<file path="src/rtl/rcb_pkg.sv">
package rcb_pkg;

    localparam int BYTE_W     = 8;
    localparam int WORD_BYTES = 4;
    localparam int WORD_W     = WORD_BYTES * BYTE_W;
    localparam int HDR_BYTES  = 8;
    localparam int HDR_W      = HDR_BYTES * BYTE_W;
    localparam int CNT_W      = 16;
    localparam int ADDR_W     = 32;
    localparam int ADDR_STEP  = WORD_BYTES;

    localparam logic [BYTE_W-1:0] OPC_READ  = 8'h72;
    localparam logic [BYTE_W-1:0] OPC_WRITE = 8'h77;
    localparam logic [BYTE_W-1:0] OPC_CLOSE = 8'h63;

    typedef enum logic [2:0] {
        ST_HDR,
        ST_WR_GATHER,
        ST_WR_BUS,
        ST_RD_BUS,
        ST_RD_SEND,
        ST_CLOSED
    } state_e;

    typedef enum logic [1:0] {
        CMD_NONE,
        CMD_READ,
        CMD_WRITE,
        CMD_CLOSE
    } cmd_e;

    typedef struct packed {
        cmd_e              cmd;
        logic [CNT_W-1:0]  count;
        logic [ADDR_W-1:0] addr;
    } hdr_t;

    // Header layout: opcode in the lowest byte, one byte skipped,
    // count and address follow least significant byte first.
    function automatic hdr_t decode_hdr(input logic [HDR_W-1:0] raw);
        hdr_t h;
        unique case (raw[BYTE_W-1:0])
            OPC_READ:  h.cmd = CMD_READ;
            OPC_WRITE: h.cmd = CMD_WRITE;
            OPC_CLOSE: h.cmd = CMD_CLOSE;
            default:   h.cmd = CMD_NONE;
        endcase
        h.count = raw[2*BYTE_W +: CNT_W];
        h.addr  = raw[4*BYTE_W +: ADDR_W];
        return h;
    endfunction

    function automatic logic [ADDR_W-1:0] step_addr(input logic [ADDR_W-1:0] a);
        return a + ADDR_W'(ADDR_STEP);
    endfunction

endpackage

</file>
<file path="src/rtl/rcb_byte_gather.sv">
module rcb_byte_gather
    import rcb_pkg::*;
#(
    parameter int NBYTES = 4,
    localparam int VAL_W = NBYTES * BYTE_W,
    localparam int SH_W  = (NBYTES - 1) * BYTE_W,
    localparam int CW    = (NBYTES > 1) ? $clog2(NBYTES) : 1
) (
    input  logic              clk,
    input  logic              rst,
    input  logic              take_i,
    input  logic [BYTE_W-1:0] byte_i,
    output logic              last_o,
    output logic [VAL_W-1:0]  value_o
);

    logic [CW-1:0]   cnt_q;
    logic [SH_W-1:0] sh_q;

    assign last_o  = take_i && (cnt_q == CW'(NBYTES - 1));
    assign value_o = {byte_i, sh_q};

    always_ff @(posedge clk) begin
        if (rst) begin
            cnt_q <= '0;
            sh_q  <= '0;
        end else if (take_i) begin
            sh_q <= {byte_i, sh_q[SH_W-1:BYTE_W]};
            if (last_o) begin
                cnt_q <= '0;
            end else begin
                cnt_q <= cnt_q + CW'(1);
            end
        end
    end

endmodule

</file>
<file path="src/rtl/rcb_word_emitter.sv">
module rcb_word_emitter
    import rcb_pkg::*;
#(
    localparam int IDX_W = $clog2(WORD_BYTES)
) (
    input  logic              clk,
    input  logic              rst,
    input  logic              load_i,
    input  logic [WORD_W-1:0] word_i,
    input  logic              ready_i,
    output logic              valid_o,
    output logic [BYTE_W-1:0] byte_o,
    output logic              done_o
);

    logic [WORD_W-1:0] word_q;
    logic [IDX_W-1:0]  idx_q;
    logic              busy_q;

    assign valid_o = busy_q;
    assign byte_o  = word_q[BYTE_W-1:0];
    assign done_o  = busy_q && ready_i && (idx_q == IDX_W'(WORD_BYTES - 1));

    always_ff @(posedge clk) begin
        if (rst) begin
            word_q <= '0;
            idx_q  <= '0;
            busy_q <= 1'b0;
        end else if (load_i) begin
            word_q <= word_i;
            idx_q  <= '0;
            busy_q <= 1'b1;
        end else if (busy_q && ready_i) begin
            word_q <= word_q >> BYTE_W;
            idx_q  <= idx_q + IDX_W'(1);
            if (done_o) begin
                busy_q <= 1'b0;
            end
        end
    end

endmodule

</file>
<file path="src/rtl/reg_cmd_bridge.sv">
module reg_cmd_bridge
    import rcb_pkg::*;
(
    input  logic        clk,
    input  logic        rst,
    input  logic [7:0]  in_data,
    input  logic        in_valid,
    output logic        in_ready,
    output logic [7:0]  out_data,
    output logic        out_valid,
    input  logic        out_ready,
    output logic        bus_req,
    output logic        bus_we,
    output logic [31:0] bus_addr,
    output logic [31:0] bus_wdata,
    input  logic [31:0] bus_rdata,
    input  logic        bus_ack,
    output logic        terminated
);

    state_e            state_q;
    logic [ADDR_W-1:0] addr_q;
    logic [CNT_W-1:0]  remain_q;
    logic [WORD_W-1:0] wdata_q;

    logic              hdr_take, hdr_last;
    logic [HDR_W-1:0]  hdr_raw;
    hdr_t              hdr;
    logic              wr_take, wr_last;
    logic [WORD_W-1:0] wr_word;
    logic              emit_load, emit_done;
    logic              last_word;

    assign in_ready  = (state_q == ST_HDR) || (state_q == ST_WR_GATHER);
    assign hdr_take  = in_valid && (state_q == ST_HDR);
    assign wr_take   = in_valid && (state_q == ST_WR_GATHER);
    assign hdr       = decode_hdr(hdr_raw);
    assign last_word = (remain_q == CNT_W'(1));
    assign emit_load = (state_q == ST_RD_BUS) && bus_ack;

    assign bus_req    = (state_q == ST_WR_BUS) || (state_q == ST_RD_BUS);
    assign bus_we     = (state_q == ST_WR_BUS);
    assign bus_addr   = addr_q;
    assign bus_wdata  = wdata_q;
    assign terminated = (state_q == ST_CLOSED);

    rcb_byte_gather #(.NBYTES(HDR_BYTES)) hdr_gather_i (
        .clk     (clk),
        .rst     (rst),
        .take_i  (hdr_take),
        .byte_i  (in_data),
        .last_o  (hdr_last),
        .value_o (hdr_raw)
    );

    rcb_byte_gather #(.NBYTES(WORD_BYTES)) word_gather_i (
        .clk     (clk),
        .rst     (rst),
        .take_i  (wr_take),
        .byte_i  (in_data),
        .last_o  (wr_last),
        .value_o (wr_word)
    );

    rcb_word_emitter emitter_i (
        .clk     (clk),
        .rst     (rst),
        .load_i  (emit_load),
        .word_i  (bus_rdata),
        .ready_i (out_ready),
        .valid_o (out_valid),
        .byte_o  (out_data),
        .done_o  (emit_done)
    );

    always_ff @(posedge clk) begin
        if (rst) begin
            state_q  <= ST_HDR;
            addr_q   <= '0;
            remain_q <= '0;
            wdata_q  <= '0;
        end else begin
            unique case (state_q)
                ST_HDR: begin
                    if (hdr_last) begin
                        addr_q   <= hdr.addr;
                        remain_q <= hdr.count;
                        unique case (hdr.cmd)
                            CMD_READ:  state_q <= (hdr.count == '0) ? ST_HDR : ST_RD_BUS;
                            CMD_WRITE: state_q <= (hdr.count == '0) ? ST_HDR : ST_WR_GATHER;
                            CMD_CLOSE: state_q <= ST_CLOSED;
                            default:   state_q <= ST_HDR;
                        endcase
                    end
                end
                ST_WR_GATHER: begin
                    if (wr_last) begin
                        wdata_q <= wr_word;
                        state_q <= ST_WR_BUS;
                    end
                end
                ST_WR_BUS: begin
                    if (bus_ack) begin
                        addr_q   <= step_addr(addr_q);
                        remain_q <= remain_q - CNT_W'(1);
                        state_q  <= last_word ? ST_HDR : ST_WR_GATHER;
                    end
                end
                ST_RD_BUS: begin
                    if (bus_ack) begin
                        state_q <= ST_RD_SEND;
                    end
                end
                ST_RD_SEND: begin
                    if (emit_done) begin
                        addr_q   <= step_addr(addr_q);
                        remain_q <= remain_q - CNT_W'(1);
                        state_q  <= last_word ? ST_HDR : ST_RD_BUS;
                    end
                end
                default: state_q <= ST_CLOSED;
            endcase
        end
    end

endmodule

</file>
<file path="config.mk">
export PLATFORM = sky130hd
export DESIGN_NAME = reg_cmd_bridge
export DESIGN_NICKNAME = d
export VERILOG_FILES = /design/src/rtl/rcb_pkg.sv /design/src/rtl/rcb_byte_gather.sv /design/src/rtl/rcb_word_emitter.sv /design/src/rtl/reg_cmd_bridge.sv
export SDC_FILE = /design/constraint.sdc
export NUM_CORES = 1
export LEC_CHECK = 0
export BUFFER_PORTS_ARGS = -buffer_cell sky130_fd_sc_hd__buf_4
export CAP_MARGIN = 10
export CORE_MARGIN = 5
export CORE_UTILIZATION = 52
export DETAILED_ROUTE_END_ITERATION = 8
export PLACE_DENSITY = 0.75
export SLEW_MARGIN = 20
export SYNTH_ARGS = -nofsm -noshare
export SYNTH_HDL_FRONTEND = slang
export SYNTH_SLANG_ARGS = --single-unit
</file>
<file path="constraint.sdc">
create_clock -name clk -period 1.9 [get_ports clk]
set_clock_uncertainty 0.05 [all_clocks]
set_input_delay 0.19 -clock clk [delete_from_list [all_inputs] [get_ports clk]]
set_output_delay 0.19 -clock clk [all_outputs]
set_load 0.03 [all_outputs]
</file>
== Yosys cells after proc, flatten, opt, wreduce, memory -nomap -nowiden ==
Index checks and enable logic that the tools add are counted.
Storage, ports and cells
  register bits after elaboration: 203
  input port bits: 45
  output and inout port bits: 77
  word-level logic and storage cells: 82
Cells by class
  $add $sub $neg: 5
  equality and inequality tests: 20
  multiplexer cells: 27
  reductions and logical operators: 19
Operator list (count)
  32-bit 2-to-1 mux: 5
  32-bit one-hot mux with 3 select lines: 1
  16-bit 2-to-1 mux: 3
  16-bit one-hot mux with 3 select lines: 1
  32-bit by 3-bit adder with 32-bit output (second input constant): 1
  8-bit by 7-bit == test with 1-bit output (second input constant): 3
  3-bit 2-to-1 mux: 6
  16-bit by 1-bit == test with 1-bit output (second input constant): 1
  16-bit zero test: 1
  16-bit by 1-bit subtractor with 16-bit output (second input constant): 1
  3-bit one-hot mux with 5 select lines: 1
  3-bit == test (second input constant): 3
  3-bit one-hot mux with 3 select lines: 1
  2-bit == test (second input constant): 4
  1-bit logical AND: 7
  3-bit by 2-bit == test with 1-bit output (second input constant): 2
  2-bit 2-to-1 mux: 3
  2-bit by 1-bit != test with 1-bit output (second input constant): 3
  2-bit one-hot mux with 3 select lines: 1
  1-bit 2-to-1 mux: 5
  5-bit AND reduction: 1
  2-bit by 1-bit adder with 2-bit output (second input constant): 2
  2-bit != test (second input constant): 2
  2-bit AND reduction: 2
  other kinds (9): 11

== Logic depth before layout (Yosys ltp) ==
Gate-level depths: netlist of run 1.
  depth in word-level cells: 6
  depth in mapped cells: 9
  gate-level depth less buffers: 7

== By module ==
From an unflattened synthesis of run 1, not the netlist that was laid out.
Second synthesis, totals
  cell total of the unflattened synthesis: 1093
  area, all modules: 9557.9 um2
Modules (own cells, without submodules)
  reg_cmd_bridge: instances 1, cells an instance 601, area each 4504.3 um2, seq. area each 1661.6 um2
  rcb_byte_gather at hdr_gather_i: instances 1, cells an instance 204, area each 2174.6 um2, seq. area each 1181.1 um2
  rcb_word_emitter: instances 1, cells an instance 193, area each 1876.8 um2, seq. area each 700.7 um2
  rcb_byte_gather at word_gather_i: instances 1, cells an instance 95, area each 1002.2 um2, seq. area each 520.5 um2

== Worst setup path after synthesis of run 1 ==
Ideal clock, no wire load.
  path kind: register to register
  start point: register addr_q[2] (netlist: bus_addr[2])
  end point: register addr_q[26] (netlist: bus_addr[26])
  setup time: 122 ps
  arrival: 2075 ps
  required time: 1728 ps
  setup slack: -347 ps
  cell stages (with the launch flop): 7
  buffers on the path: 0
  period minus slack after synthesis: 2247 ps
  cells stage by stage: dfxtp_1 ha_1 nand4_1 nor4_4 nand2_1 o2111a_1 a311o_1
On the way
  longest elaborated chain between the ends: 3
  elaborated cells on any way between the ends: 4
  those cells by class: add/sub (1); mux (3)
Ends and longest elaborated chain
  start: declaration: RTL line reg_cmd_bridge.sv:22  | logic [ADDR_W-1:0] addr_q;
  start signal: assignment: RTL line reg_cmd_bridge.sv:86  | addr_q <= hdr.addr;
  start signal: assignment: RTL line reg_cmd_bridge.sv:104  | addr_q <= step_addr(addr_q);
  start signal: assignment: RTL line reg_cmd_bridge.sv:116  | addr_q <= step_addr(addr_q);
  32-bit by 3-bit adder with 32-bit output *: RTL line rcb_pkg.sv:54  | return a + ADDR_W'(ADDR_STEP);
  32-bit 2-to-1 mux, on equally long branches: RTL line reg_cmd_bridge.sv:115, reg_cmd_bridge.sv:103
  32-bit one-hot mux with 3 select lines *: RTL line reg_cmd_bridge.sv:83  | unique case (state_q)
Every way passes the cells marked *; elsewhere a longest branch is shown, timed or not. The select of a mux whose other input is x is not followed.
A chain may end at the register's enable or synchronous reset.

== Worst setup path after layout of run 1 ==
  start point: register hdr_gather_i.cnt_q[0]
  end point: register remain_q[5]
On the way
  longest elaborated chain between the ends: 4
Ends and longest elaborated chain
  start: declaration: RTL line rcb_byte_gather.sv:17  | logic [CW-1:0] cnt_q;
  start signal: assignment: RTL line rcb_byte_gather.sv:32  | cnt_q <= cnt_q + CW'(1);
  3-bit == test: RTL line rcb_byte_gather.sv:20  | assign last_o = take_i && (cnt_q == CW'(NBYTES - 1));
  1-bit logical AND: RTL line rcb_byte_gather.sv:20
  2-bit by 1-bit != test with 1-bit output (no line)
  4-bit AND reduction (no line)
  end signal: assignment: RTL line reg_cmd_bridge.sv:87  | remain_q <= hdr.count;
  end signal: assignment: RTL line reg_cmd_bridge.sv:105  | remain_q <= remain_q - CNT_W'(1);
  end signal: assignment: RTL line reg_cmd_bridge.sv:117  | remain_q <= remain_q - CNT_W'(1);
  end: declaration: RTL line reg_cmd_bridge.sv:23  | logic [CNT_W-1:0] remain_q;
No other way between the ends.

==> impl_results.md, run 1 <==
- Result of the run: finished, violations left
- Violated checks: setup timing
- Routability congestion estimate from global placement: 0.887
- Worst-Margin Slew: 0.674 ns
- Minimum period implied by the final worst setup slack: 1.97 ns
- Cell Area, Placed: 10800 sq um
- Kind of cell adding the most delay to the critical path: compound AO/OA/AOI/OAI gates
- Max Clock Freq: 0.507 GHz
- Element type at the critical path end: flop
- Type of the most critical hold path: in -> reg
- Antenna diodes: 0
- Count of port buffers added during placement: 121
- H-Tree Depth: 1
- Detail-routed via count per cell: 5.81
- Global Route Usage Sum: 25.1%
- Max rail drop VDD: 0.587 mV
- Worst-skew pair later-pin latency: 0.49 ns
- Ordered cell list for the critical path: ha_4 -> ha_4 -> nor4bb_4 -> a211oi_2 -> or2_4 -> buf_12 -> buf_12 -> a21oi_2 -> o211a_1
- Logic depth of the worst path, buffers included: 9
- Type of element launching the critical path: flop
- Ratio of cells with drive above 1 in the final layout: 24.8%
- Maximum single-stage delay on the critical path: 0.36 ns
- Pin count of the biggest net entering global routing: 129
- Per-cell routed wire length: 16.8 microns
- Number of nets still failing antenna checks after routing: 0
- Synthesized netlist cell count: 1174
- Combined buffer and inverter count along the critical path: 2
- Final HPWL from detailed placement: 16800 microns
- Commonest cells after routing, fill and taps aside: sky130_fd_sc_hd__nand2_1, sky130_fd_sc_hd__buf_4, sky130_fd_sc_hd__dfxtp_1
- First-pass DRT Iterations: 6
- Routed via count: 9240
- Final wirelength: 26800 microns
- Lkg Pwr: 4.47 nW
- Ports: 122
- CTS Root Cell: sky130_fd_sc_hd__clkbuf_16
- Arrival time at the worst endpoint: 2.32 ns
- Unrepaired setup endpoints after global routing: yes
- Count of different cell masters after synthesis: 66
- Starting density of the core: 52.6%
- Post-route worst setup slack: -0.0719 ns
- Number of hold violations in the final report: 0
- Critical path class: reg -> reg
- Maximum fanout encountered on the critical timing path: 9
- CTS Sinks: 203
- Post-route non-filler standard cell count: 1591
- Prevailing post-synth register cell: sky130_fd_sc_hd__dfxtp_1
- Post-route design area: 12200 sq um
- Min-Delay Path Depth: 3
- TritonCTS clock tree: yes
- Cell depth of the worst flop-to-flop path: 9
- Number of DRC markers after the initial detailed-route iteration: 723
- Area of the mapped netlist: 9030 sq um
- Number of buffers inserted during clock tree synthesis: 22
- Nets in the synthesized netlist: 1226
- Area growth, synth to finish: 35.2%
- Antenna violations before repair: 0
- Core region area: 17200 sq um
- Global-route wire length before repair: 42400 microns
- Number of global-route vias before repair: 8544
- Number of core rows: 48
- Die Footprint: 20100 sq um
- Total number of nets in the final design: 1404
- Grt total ovfl: 0
- Max Root-Sink Buffers: 3
- Share of the yosys chip area belonging to registers: 45.0%
- Final setup fails: 22
- Worst slack, placed: -0.121 ns
- Total of flip-flops plus latches after synthesis: 203
- Final Hold Slack: 0.0774 ns
- Mean instance size in the synthesized netlist: 7.69 sq um
- Max stage delay cell, worst path: sky130_fd_sc_hd__dfxtp_4
- Most common cell after layout, fill and taps aside: sky130_fd_sc_hd__nand2_1
- Yosys warns: 0
- Synth async-reset ratio: 0%
- Clock Pin Slew Worst Setup and Hold Paths: 0.06 ns
- Total instance count after detailed placement: 1507
- Die X: 142 microns
- Slew margin rel.: 55.1%
- Vertical extent of the die: 142 microns
- Post-route clock period utilization: 104%
- DRC violation count after routing: 0
- Endpoint required time on the critical path: 2.25 ns
- Post-layout total power: 0.00896 W
- Max-slew violation count: 0
- Number of max-capacitance violations reported: 0
- Power per standard cell area: 734 nW/um^2
- EDFF count, synth: 0
[path summary, 6_finish.rpt]
| kind | start | to | slack, ns |
|---|---|---|---|
| setup / recovery | hdr_gather_i.cnt_q[0] | remain_q[5] | -0.07 |
| hold / removal | rst | bus_addr[27] | 0.08 |
| setup reg to reg | hdr_gather_i.cnt_q[0] | remain_q[5] | -0.07 |
| hold reg to reg | hdr_gather_i.sh_q[3] | hdr_gather_i.sh_q[3] | 0.40 |
[where the power goes]
group / internal [W] / leakage, nW / switching [W]
Sequential: 0.00426 / 1.65 / 0.0000240
Combinational: 0.000170 / 2.46 / 0.000210
Clock: 0.00257 / 0.360 / 0.00172
[metrics by stage]
step,util [%],setup TNS [ns]
after floorplan,-,-0.0741
after global placement,62.7,-0.490
after detailed placement,62.7,-1.59
after CTS,70.1,-2.34
after global routing,71.1,-3.96
final,71.1,-0.853
[routing by layer]
metal | global-route usage, % | routed length [microns]
met3 | 3.51 | 2020
met4 | 6.72 | 576
met2 | 40.9 | 12800
met5 | 0 | 0
met1 | 35.0 | 11400
[kinds of logic after synthesis]
group / Yosys count / synth area share (%)
compound gates: 311 / 20.9
fa+ha+maj: 7 / 0.969
buf+inv: 113 / 5.33
simple gates: 534 / 27.1
flops: 203 / 45.0
xor+xnor: 2 / 0.277
mux: 4 / 0.457
[state kept, by name, indices dropped and copies added (netlist names)]
register             flops
bus_addr                32
bus_wdata               32
emitter_i.idx_q          2
emitter_i.valid_o        1
emitter_i.word_q        32
hdr_gather_i.cnt_q       3
hdr_gather_i.sh_q       56
remain_q                16
state_q                  3
word_gather_i.cnt_q      2
word_gather_i.sh_q      24
[synthesized netlist by cell type, types with 9 or more instances]
cell                       instances  area (sq um)
sky130_fd_sc_hd__dfxtp_1         203          4060
sky130_fd_sc_hd__inv_1            14          52.6
sky130_fd_sc_hd__a311oi_1         25           219
sky130_fd_sc_hd__nand2_1         319          1200
sky130_fd_sc_hd__and2_1           12          75.1
sky130_fd_sc_hd__o21ai_0          39           195
sky130_fd_sc_hd__nor2_1           51           191
sky130_fd_sc_hd__buf_2            16          80.1
sky130_fd_sc_hd__nor4_1           10          62.6
sky130_fd_sc_hd__clkbuf_1         66           248
sky130_fd_sc_hd__a211oi_1         10          75.1
sky130_fd_sc_hd__and3_1            9          56.3
sky130_fd_sc_hd__nor3_1           16          80.1
sky130_fd_sc_hd__nand3_1          55           275
sky130_fd_sc_hd__a21oi_1         172           861
sky130_fd_sc_hd__nand4_1          14          87.6
[worst reg2reg max path: stages, from the launching register on]
cell and delay [ns]:
sky130_fd_sc_hd__dfxtp_4 0.36, sky130_fd_sc_hd__ha_4 0.16, sky130_fd_sc_hd__ha_4 0.15, sky130_fd_sc_hd__nor4bb_4 0.15, sky130_fd_sc_hd__a211oi_2 0.26, sky130_fd_sc_hd__or2_4 0.21
sky130_fd_sc_hd__buf_12 0.16, sky130_fd_sc_hd__buf_12 0.14, sky130_fd_sc_hd__a21oi_2 0.04, sky130_fd_sc_hd__o211a_1 0.20
[final cells by class]
cell class / instances / area [sq um]
fill: 1338 / 4960
multi-input combinational: 858 / 4770
sequential: 203 / 4130
timing repair buffer: 253 / 2250
clock buffer: 31 / 666
tap: 225 / 282
clock inverter: 7 / 68.8
inverter: 14 / 52.6
[timing repair]
action,in CTS,in global routing
gates resized for setup,32,39
gates cloned,1,1
hold endpoints to repair,58,0
setup buffers,1,3
pin swaps,18,15
hold buffers,41,0
setup endpoints to repair,44,60
Power figures use the tool's default switching activity.
==> run 2, diff against run 1 <==
==> constraint.sdc (replaced) <==
create_clock -name clk -period 1.9 [get_ports clk]
set_clock_uncertainty 0.05 [all_clocks]
set_input_delay 0.19 -clock clk [delete_from_list [all_inputs] [get_ports clk]]
set_output_delay 0.19 -clock clk [all_outputs]
set_load 0.01 [all_outputs]
==> run 2 against run 1 <==
The flow still finishes with violations (setup timing). Cell count rose by 1.8%. Sequential cell count did not move. Combinational power grew 3%. Fmax grew 0.62%. Highest routed layer unchanged. Via count grew 2.2%. Critical endpoint is now remain_q[10]. Sequential share of layout area decreased by 1.2 points.
==> impl_results.md, run 2 (same netlist as run 1, synthesis figures left out) <==
- Result of the run: finished, violations left
- Violated checks: setup timing
- First-pass DRT Iterations: 6
- Layout filler cell count: 1346
- Pin count of the biggest net entering global routing: 84
- Antenna violations before repair: 0
- Most common cell after layout, fill and taps aside: sky130_fd_sc_hd__nand2_1
- Type of the most critical hold path: in -> reg
- Register with the most flip-flops: hdr_gather_i.sh_q
- Max rail drop VDD: 0.666 mV
- Multi-input gate area in the final layout: 4800 sq um
- Number of hold violations in the final report: 0
- Clk pwr share: 50.0%
- Total instance count after detailed placement: 1530
- Worst R2R Start: hdr_gather_i.cnt_q[0]
- Int Pwr: 0.00740 W
- Number of DRC markers after the initial detailed-route iteration: 945
- Max Clock Freq: 0.510 GHz
- Worst-skew pair later-pin latency: 0.50 ns
- Final wirelength: 27500 microns
- Cell depth of the worst flop-to-flop path: 10
- CTS Sinks: 203
- Number of global-route vias before repair: 8697
- Sequential cell area in the final layout: 4080 sq um
- Global Route Usage Sum: 25.6%
- Power per standard cell area: 751 nW/um^2
- Min-Delay Endpoint: emitter_i.word_q[21]
- Net load switching power: 0.00199 W
- Die Footprint: 20100 sq um
- Number of core rows: 48
- Clock Pin Slew Worst Setup and Hold Paths: 0.07 ns
- Endpoint required time on the critical path: 2.29 ns
- Arrival time at the worst endpoint: 2.35 ns
- Detail-routed via count per cell: 5.83
- Routed via count: 9439
- CTS Root Cell: sky130_fd_sc_hd__clkbuf_16
- Worst-Margin Slew: 0.473 ns
- Lkg Pwr: 4.64 nW
- Area growth, synth to finish: 38.4%
- Flip-flop count of the largest register, all copies and words added: 56
- DRC violation count after routing: 0
- Min-Delay Path Depth: 3
- Max-slew violation count: 0
- Ratio of cells with drive above 1 in the final layout: 25.9%
- Critical path launch point: hdr_gather_i.cnt_q[0]
- Number of max-capacitance violations reported: 0
- Die X: 142 microns
- Unrepaired setup endpoints after global routing: yes
- TritonCTS clock tree: yes
- Minimum period implied by the final worst setup slack: 1.96 ns
- Post-route clock period utilization: 103%
- Vertical extent of the die: 142 microns
- Per-cell routed wire length: 17.0 microns
- Routability congestion estimate from global placement: 0.910
- Count of port buffers added during placement: 121
- Starting density of the core: 52.6%
- Post-route non-filler standard cell count: 1619
- Worst-case register-to-register setup slack: -0.06 ns
- Slew margin rel.: 68.5%
- Switching part of the total: 21.2%
- Ports: 122
- Endpoint of the most critical register-to-register path: remain_q[10]
- Number of nets still failing antenna checks after routing: 0
- Post-route worst setup slack: -0.0598 ns
- Total number of nets in the final design: 1429
- Element type at the critical path end: flop
- Grt total ovfl: 0
- Global-route wire length before repair: 43200 microns
- Core region area: 17200 sq um
- Combinational fraction of design power: 4.2%
- H-Tree Depth: 1
- Core utilization of the finished layout: 72.8%
- Portion of total power attributed to sequential cells: 45.8%
- Startpoint of the lowest-slack hold path: bus_rdata[21]
- Type of element launching the critical path: flop
- Final setup fails: 14
- Max Root-Sink Buffers: 3
- Commonest cells after routing, fill and taps aside: sky130_fd_sc_hd__nand2_1, sky130_fd_sc_hd__buf_4, sky130_fd_sc_hd__dfxtp_1
- Maximum fanout encountered on the critical timing path: 5
- Final HPWL from detailed placement: 17600 microns
- Critical path class: reg -> reg
- Number of buffers inserted during clock tree synthesis: 22
## run 2: cell types whose count changed in the layout (fill, tap and decap cells not counted), sizes merged
cell         before  now
clkinv            3    6
inv              15   16
diode             0    1
dlygate4sd3      41   40
bufinv            1    5
clkinvlp          2    1
buf             211  235
clkbuf           32   29
## run 2: repair_timing
action | CTS | global route
endpoints found under the hold margin | 56 | 0
resized for setup | 23 | 65
pin swaps | 5 | 21
setup endpoints to repair | 45 | 113
setup buffers | 0 | 5
hold buffers | 40 | 0
cloned | 0 | 3
## run 2: worst max-delay path, stage by stage, from the launching register on
cell                       delay, ns
sky130_fd_sc_hd__dfxtp_2        0.36
sky130_fd_sc_hd__ha_4           0.15
sky130_fd_sc_hd__ha_4           0.13
sky130_fd_sc_hd__nor4bb_4       0.22
sky130_fd_sc_hd__a211oi_2       0.07
sky130_fd_sc_hd__or2_1          0.26
sky130_fd_sc_hd__buf_6          0.15
sky130_fd_sc_hd__buf_4          0.13
sky130_fd_sc_hd__buf_4          0.12
sky130_fd_sc_hd__nor2_1         0.11
sky130_fd_sc_hd__o211a_1        0.15
## run 2: worst max path at each step
stage / endpoint / slack [ns]
4_1_cts: bus_addr[29] / -0.05
3_5_place_dp: bus_addr[31] / -0.11
5_1_grt: bus_addr[2] / -0.14
6_report: remain_q[10] / -0.06
3_3_place_gp: bus_addr[31] / -0.07
2_1_floorplan: bus_addr[2] / 0.01
## run 2: layer usage
| layer | wire length, microns | vias to the layer above | GRT usage [%] | part of all wire (%) |
|---|---|---|---|---|
| li1 | - | 4519 | - | - |
| met1 | 11600 | 4448 | 34.9 | 42 |
| met2 | 13100 | 402 | 41.8 | 48 |
| met3 | 2170 | 70 | 4.28 | 7.9 |
| met4 | 694 | 0 | 7.98 | 2.5 |
| met5 | 0 | - | 0 | 0 |
## run 2: through the flow
step / cell area (sq um) / setup WS [ns] / hold slack, ns / total power (W) / setup TNS [ns]
2_1_floorplan: 9090 / 0.0102 / 0.276 / 0.00453 / 0
3_3_place_gp: 10900 / -0.0697 / 0.388 / 0.00471 / -0.411
3_5_place_dp: 10900 / -0.109 / 0.394 / 0.00471 / -2.44
4_1_cts: 12200 / -0.0528 / 0.0427 / 0.00943 / -0.217
5_1_grt: 12500 / -0.140 / 0.0277 / 0.00970 / -3.58
6_report: 12500 / -0.0598 / 0.0692 / 0.00939 / -0.394
## run 2: layout make-up
type,instances,share of cell area (%)
multi-input cells,858,38.4
clock inverters,14,1.64
well taps,225,2.25
inverters,14,0.420
diodes,1,0.0200
clock buffers,26,4.77
repair buffers,278,19.9
flip-flops and latches,203,32.6
## run 2: power by group through the flow
stage	logic [W]	registers [W]	clock network (W)
final	0.000393	0.00430	0.00469
after CTS	0.000381	0.00430	0.00474
after floorplan	0.000149	0.00439	0
after detailed placement	0.000314	0.00440	0
after global routing	0.000422	0.00430	0.00497
after global placement	0.000313	0.00439	0
